File: src/rtl/rrf_pkg.sv
package rrf_pkg;

    typedef enum logic [1:0] {
        WR_NONE,
        WR_LOAD,
        WR_SCHED,
        WR_BLOCKED
    } wr_src_e;

    // Logical to physical mapping: rotate below the boundary, identity above.
    function automatic int unsigned map_addr(int unsigned log_a,
                                             int unsigned wave,
                                             int unsigned rot);
        int unsigned sum;
        if (rot == 0 || log_a >= rot) begin
            return log_a;
        end
        sum = log_a + wave;
        if (sum >= rot) begin
            sum = sum - rot;
        end
        return sum;
    endfunction

    // Wave count after one wrap of the schedule.
    function automatic int unsigned step_wave(int unsigned wave, int unsigned rot);
        if (rot <= 1) begin
            return 0;
        end
        if (wave + 1 >= rot) begin
            return 0;
        end
        return wave + 1;
    endfunction

endpackage

File: src/rtl/rrf_wave_ctr.sv
module rrf_wave_ctr
    import rrf_pkg::*;
#(
    parameter int AW = 2,
    parameter int PW = 4
) (
    input  logic          clk,
    input  logic          rst,
    input  logic          clr,
    input  logic          run,
    input  logic [PW-1:0] ii,
    input  logic [AW:0]   rot,
    output logic [PW-1:0] phase,
    output logic [AW-1:0] wave
);

    logic last_phase;

    assign last_phase = (({1'b0, phase} + 1'b1) >= {1'b0, ii});

    always_ff @(posedge clk) begin
        if (rst || clr) begin
            phase <= '0;
            wave  <= '0;
        end else if (run) begin
            if (last_phase) begin
                phase <= '0;
                wave  <= AW'(step_wave(32'(wave), 32'(rot)));
            end else begin
                phase <= phase + 1'b1;
            end
        end
    end

endmodule

File: src/rtl/rrf_addr_map.sv
module rrf_addr_map
    import rrf_pkg::*;
#(
    parameter int AW = 2
) (
    input  logic [AW-1:0] log_addr,
    input  logic [AW-1:0] wave,
    input  logic [AW:0]   rot,
    output logic [AW-1:0] phys_addr,
    output logic          in_const
);

    assign in_const  = ({1'b0, log_addr} >= rot);
    assign phys_addr = AW'(map_addr(32'(log_addr), 32'(wave), 32'(rot)));

endmodule

File: src/rtl/rrf_storage.sv
module rrf_storage #(
    parameter int DEPTH = 4,
    parameter int WIDTH = 32,
    parameter int AW    = 2
) (
    input  logic             clk,
    input  logic             rst,
    input  logic             we,
    input  logic [AW-1:0]    waddr,
    input  logic [WIDTH-1:0] wdata,
    input  logic [AW-1:0]    raddr0,
    input  logic [AW-1:0]    raddr1,
    output logic [WIDTH-1:0] rdata0,
    output logic [WIDTH-1:0] rdata1
);

    logic [WIDTH-1:0] mem [DEPTH];
    logic [DEPTH-1:0] hit;

    for (genvar e = 0; e < DEPTH; e++) begin : g_dec
        assign hit[e] = we && (waddr == AW'(e));
    end

    always_ff @(posedge clk) begin
        for (int e = 0; e < DEPTH; e++) begin
            if (rst) begin
                mem[e] <= '0;
            end else if (hit[e]) begin
                mem[e] <= wdata;
            end
        end
    end

    assign rdata0 = mem[raddr0];
    assign rdata1 = mem[raddr1];

endmodule

File: src/rtl/rrf_const_top.sv
module rrf_const_top
    import rrf_pkg::*;
#(
    parameter int DEPTH  = 4,
    parameter int WIDTH  = 32,
    parameter int MAX_II = 8,
    localparam int AW    = $clog2(DEPTH),
    localparam int PW    = $clog2(MAX_II) + 1
) (
    input  logic             clk,
    input  logic             rst,
    input  logic             cfg_en,
    input  logic             cfg_we,
    input  logic [AW-1:0]    cfg_addr,
    input  logic [WIDTH-1:0] cfg_wdata,
    input  logic [AW:0]      cfg_rot,
    input  logic [PW-1:0]    cfg_ii,
    input  logic             run,
    input  logic             wr_en,
    input  logic [AW-1:0]    wr_addr,
    input  logic [WIDTH-1:0] wr_data,
    input  logic [AW-1:0]    rd0_addr,
    input  logic [AW-1:0]    rd1_addr,
    output logic [WIDTH-1:0] rd0_data,
    output logic [WIDTH-1:0] rd1_data,
    output logic [PW-1:0]    phase,
    output logic             const_wr_err
);

    localparam int NPORT = 3;   // 0,1 read; 2 write

    logic [AW:0]      rot_q;
    logic [PW-1:0]    ii_q;
    logic [PW-1:0]    phase_q;
    logic [AW-1:0]    wave_q;
    logic             err_q;
    logic [AW-1:0]    log_a  [NPORT];
    logic [AW-1:0]    phys_a [NPORT];
    logic             cst_a  [NPORT];
    wr_src_e          wsrc;
    logic             mem_we;
    logic [AW-1:0]    mem_waddr;
    logic [WIDTH-1:0] mem_wdata;

    // configuration latches
    always_ff @(posedge clk) begin
        if (rst) begin
            rot_q <= (AW+1)'(DEPTH);
            ii_q  <= PW'(1);
        end else if (cfg_en) begin
            rot_q <= (cfg_rot > (AW+1)'(DEPTH)) ? (AW+1)'(DEPTH) : cfg_rot;
            ii_q  <= (cfg_ii == '0) ? PW'(1) : cfg_ii;
        end
    end

    rrf_wave_ctr #(.AW(AW), .PW(PW)) wave_i (
        .clk   (clk),
        .rst   (rst),
        .clr   (cfg_en),
        .run   (run),
        .ii    (ii_q),
        .rot   (rot_q),
        .phase (phase_q),
        .wave  (wave_q)
    );

    assign log_a[0] = rd0_addr;
    assign log_a[1] = rd1_addr;
    assign log_a[2] = wr_addr;

    for (genvar p = 0; p < NPORT; p++) begin : g_map
        rrf_addr_map #(.AW(AW)) map_i (
            .log_addr  (log_a[p]),
            .wave      (wave_q),
            .rot       (rot_q),
            .phys_addr (phys_a[p]),
            .in_const  (cst_a[p])
        );
    end

    // write source selection
    always_comb begin
        if (cfg_en) begin
            wsrc = cfg_we ? WR_LOAD : WR_NONE;
        end else if (run && wr_en) begin
            wsrc = cst_a[2] ? WR_BLOCKED : WR_SCHED;
        end else begin
            wsrc = WR_NONE;
        end
    end

    always_comb begin
        mem_we    = 1'b0;
        mem_waddr = phys_a[2];
        mem_wdata = wr_data;
        unique case (wsrc)
            WR_LOAD: begin
                mem_we    = 1'b1;
                mem_waddr = cfg_addr;
                mem_wdata = cfg_wdata;
            end
            WR_SCHED: mem_we = 1'b1;
            default:  mem_we = 1'b0;
        endcase
    end

    always_ff @(posedge clk) begin
        if (rst) begin
            err_q <= 1'b0;
        end else if (wsrc == WR_BLOCKED) begin
            err_q <= 1'b1;
        end
    end

    rrf_storage #(.DEPTH(DEPTH), .WIDTH(WIDTH), .AW(AW)) store_i (
        .clk    (clk),
        .rst    (rst),
        .we     (mem_we),
        .waddr  (mem_waddr),
        .wdata  (mem_wdata),
        .raddr0 (phys_a[0]),
        .raddr1 (phys_a[1]),
        .rdata0 (rd0_data),
        .rdata1 (rd1_data)
    );

    assign phase        = phase_q;
    assign const_wr_err = err_q;

endmodule

File: config.mk
export PLATFORM = sky130hd
export DESIGN_NAME = rrf_const_top
export DESIGN_NICKNAME = d
export VERILOG_FILES = /design/src/rtl/rrf_pkg.sv /design/src/rtl/rrf_wave_ctr.sv /design/src/rtl/rrf_addr_map.sv /design/src/rtl/rrf_storage.sv /design/src/rtl/rrf_const_top.sv
export SDC_FILE = /design/constraint.sdc
export NUM_CORES = 1
export LEC_CHECK = 0
export ABC_AREA = 0
export CAP_MARGIN = 30
export CORE_MARGIN = 2
export CORE_UTILIZATION = 44
export CTS_CLUSTER_DIAMETER = 120
export DETAILED_ROUTE_END_ITERATION = 6
export DONT_BUFFER_PORTS = 1
export SLEW_MARGIN = 40
export SYNTH_ARGS = -nofsm -noshare
export SYNTH_HDL_FRONTEND = slang
export SYNTH_SLANG_ARGS = --single-unit
File: constraint.sdc
create_clock -name clk -period 19.2 [get_ports clk]
set_clock_uncertainty 0.2 [all_clocks]
set_input_delay 3.84 -clock clk [delete_from_list [all_inputs] [get_ports clk]]
set_output_delay 3.84 -clock clk [all_outputs]
set_load 0.005 [all_outputs]
==> impl_results.rst <==
.. list-table::
   :header-rows: 1

   * - Metric
     - Value
   * - Die footprint
     - 0.0206 mm2
   * - Type of destination of the critical path
     - output pin
   * - Count of port buffers added during placement
     - 0
   * - Core region area
     - 0.0193 mm2
   * - Final non-filler cell total
     - 1151
   * - Maximum Capacitance Violations
     - 0
   * - Share of cells above drive strength 1
     - 11.4%
   * - Routed Antenna Nets
     - 0
   * - Wire length after detailed routing
     - 22500 um
   * - Initial standard-cell utilization of the core
     - 44.4%
   * - Power Density
     - 97.7 mW/mm2
   * - Total standard cell area after synthesis
     - 0.00856 mm2
   * - Slowest CP cell
     - sky130_fd_sc_hd__buf_4
   * - WS Path Type
     - input pin to output pin
   * - Summed negative setup slack over all endpoints
     - 0 ns
   * - Cell Rows
     - 51
   * - Setup repair after global routing missed its margin
     - no
   * - Routability Congestion
     - 0.812
   * - Part of the cycle the worst path needs
     - 55.4%
   * - Number of top-level pins
     - 154
   * - Number of global-route vias before repair
     - 6200
   * - Most common flop cell mapped by yosys
     - sky130_fd_sc_hd__edfxtp_1
   * - Remaining global-route overflow
     - 0
   * - Fraction of synthesis flops using an asynchronous set or reset pin
     - 0%
   * - Count of flip-flops with a built-in enable after synthesis
     - 128
   * - CTS tree
     - built
   * - Placed Cells incl. Taps
     - 1119
   * - Post-CTS clock slew at the launch and capture registers of the worst setup and hold paths
     - 0.07 ns
   * - Proportion of synthesized chip area in sequential cells
     - 48.2%
   * - Number of flip-flops and latches in the synthesized netlist
     - 142
   * - Crit-path cells
     - ha_1, fa_1, ha_1, xor2_1, a211oi_1, a41o_1, mux2i_4, buf_4, nand2_1, a32oi_1
   * - Number of instances in the synthesized netlist
     - 902
   * - Critical Path AT
     - 6.60 ns
   * - Crit start category
     - input pin
   * - Final setup fails
     - 0
   * - Number of sinks driven by the clock tree
     - 142
   * - NumNets Final
     - 990
   * - Vias per Instance
     - 5.73
   * - Average cell area after synthesis
     - 9.49 um2
   * - Maximum clock path buffer count
     - 2
   * - Most used cells in the layout excluding fill and tap cells
     - 235 x sky130_fd_sc_hd__nand2_1, 140 x sky130_fd_sc_hd__nor2_1, 128 x sky130_fd_sc_hd__edfxtp_1
   * - Iteration-0 DRC Markers
     - 453
   * - Reported leakage power
     - 3.30 nW
   * - Deepest level of the CTS H-tree
     - 4
   * - Final Hold Vio Count
     - 0
   * - Yosys Warn Count
     - 0
   * - Die W
     - 143 um
   * - Via count
     - 6595
   * - Final Slew Violations
     - 0
   * - Router iterations before antenna repair
     - 5
   * - # diodes
     - 0
   * - Routed wire per std cell
     - 19.6 um
   * - Post-CTS setup buffer count
     - 0
   * - Largest net degree at the start of global routing
     - 65
   * - Leading cell type in the layout, fill and taps excluded
     - sky130_fd_sc_hd__nand2_1
   * - Global-route total usage across every layer
     - 22.4%
   * - Number of hold buffers added after cts
     - 0
   * - CP Data Required Time
     - 15.16 ns
   * - Synthesized netlist net count
     - 1019
   * - Cell at the root of the clock tree
     - sky130_fd_sc_hd__clkbuf_16
   * - Layout Area Growth over Synthesis
     - 8.20%
   * - Fin crit period
     - 10.64 ns
   * - Die height
     - 143 um
   * - Library cells used by synthesis
     - 52
   * - Worst-case headroom to the max-slew limit
     - 50.3%
   * - Clock buffer count from CTS
     - 17
   * - Clock latency on the worst-skew pair
     - 0.42 ns
   * - Pin slew with the least headroom to its limit
     - 0.745 ns
   * - Half-perimeter wire length after detailed placement
     - 13300 um
   * - Most frequent CP cell
     - sky130_fd_sc_hd__ha_1
   * - Number of antenna violations at the first check in global routing
     - 0
   * - Highest clock rate
     - 94.0 MHz
   * - Remaining design rule violation count
     - 0
   * - Wire length of the first global-routing pass
     - 34700 um
   * - Kind of path behind the tightest hold check
     - register to register
   * - Critical path's largest stage delay
     - 0.56 ns
   * - Maximum fanout encountered on the critical timing path
     - 64
   * - Run status
     - finished clean
   * - Resized cells post-CTS
     - 0
   * - Worst vdd rail ir drop
     - 62.4 uV
   * - Hold slack final
     - 0.286 ns
[synth_stat cells (13+ instances only)]
| master | number | area [um2] |
|---|---|---|
| sky130_fd_sc_hd__ha_1 | 29 | 363 |
| sky130_fd_sc_hd__edfxtp_1 | 128 | 3840 |
| sky130_fd_sc_hd__mux2_2 | 32 | 360 |
| sky130_fd_sc_hd__o21ai_0 | 13 | 65.1 |
| sky130_fd_sc_hd__dfxtp_1 | 14 | 280 |
| sky130_fd_sc_hd__nand2b_1 | 14 | 87.6 |
| sky130_fd_sc_hd__a21oi_1 | 73 | 365 |
| sky130_fd_sc_hd__inv_1 | 17 | 63.8 |
| sky130_fd_sc_hd__nand2_1 | 235 | 882 |
| sky130_fd_sc_hd__nor2_1 | 141 | 529 |
| sky130_fd_sc_hd__buf_2 | 15 | 75.1 |
| sky130_fd_sc_hd__buf_6 | 20 | 225 |
| sky130_fd_sc_hd__a32oi_1 | 64 | 561 |
[metal layers]
metal	global-route usage, %	routed length (um)
met1	29.0	9710
met2	36.4	10900
met3	5.66	1600
met4	7.84	357
met5	0	0
[metrics by stage]
stage                     worst slack (ns)  total power, mW  util [%]  instance area [um2]
final                                 8.56            0.905      48.1                 9260
after global routing                  8.33            0.947      48.1                 9260
after CTS                             8.58            0.911      48.1                 9260
after detailed placement              8.57            0.584      45.0                 8670
after global placement                8.60            0.581      44.8                 8630
after floorplan                       9.11            0.537         -                 8560
[cell type report]
| class | count | area [um2] |
|---|---|---|
| Tap cell | 265 | 332 |
| Timing Repair Buffer | 14 | 120 |
| Inverter | 17 | 63.8 |
| Fill cell | 1845 | 10000 |
| Clock buffer | 21 | 503 |
| Clock inverter | 11 | 92.6 |
| Sequential cell | 142 | 4120 |
| Multi-Input combinational cell | 681 | 4030 |
[where the power goes]
group,switching (mW),total [mW],internal [mW]
combinational,0.144,0.204,0.0598
clock,0.136,0.327,0.191
sequential,0.0118,0.373,0.361
total,0.292,0.905,0.612
[critical path: cells and delay by family]
family                     cells  cell delay, ns
adders and majority gates      3            1.00
and+or+nand+nor                1            0.11
buffers and inverters          1            0.56
AOI/OAI and AO/OA              3            0.71
xor gates and xnor gates       1            0.16
muxes                          1            0.13
[state kept, by name, summed over array words and instances, names as in the netlist]
| name | count |
|---|---|
| wave_i.wave | 2 |
| wave_i.phase | 4 |
| rot_q | 3 |
| store_i.mem | 128 |
| const_wr_err | 1 |
| ii_q | 4 |
[cell families after synthesis]
kind of cell / count (synthesis) / synth area share (%)
mux: 40 / 5.55
simple gates: 418 / 19.5
compound gates: 186 / 15.5
xor+xnor: 5 / 0.512
buf+inv: 79 / 5.79
fa+ha+maj: 32 / 4.94
flops: 142 / 48.2
[worst paths after layout]
| kind | start | end | slack [ns] | depth (start not counted) |
|---|---|---|---|---|
| max | rd0_addr[0] | rd0_data[12] | 8.56 | 10 |
| min | ii_q[0] | ii_q[0] | 0.29 | 2 |
| max reg2reg | rot_q[1] | store_i.mem[0][25] | 15.18 | 10 |
| min reg2reg | ii_q[0] | ii_q[0] | 0.29 | 2 |
Power figures use the tool's default switching activity.
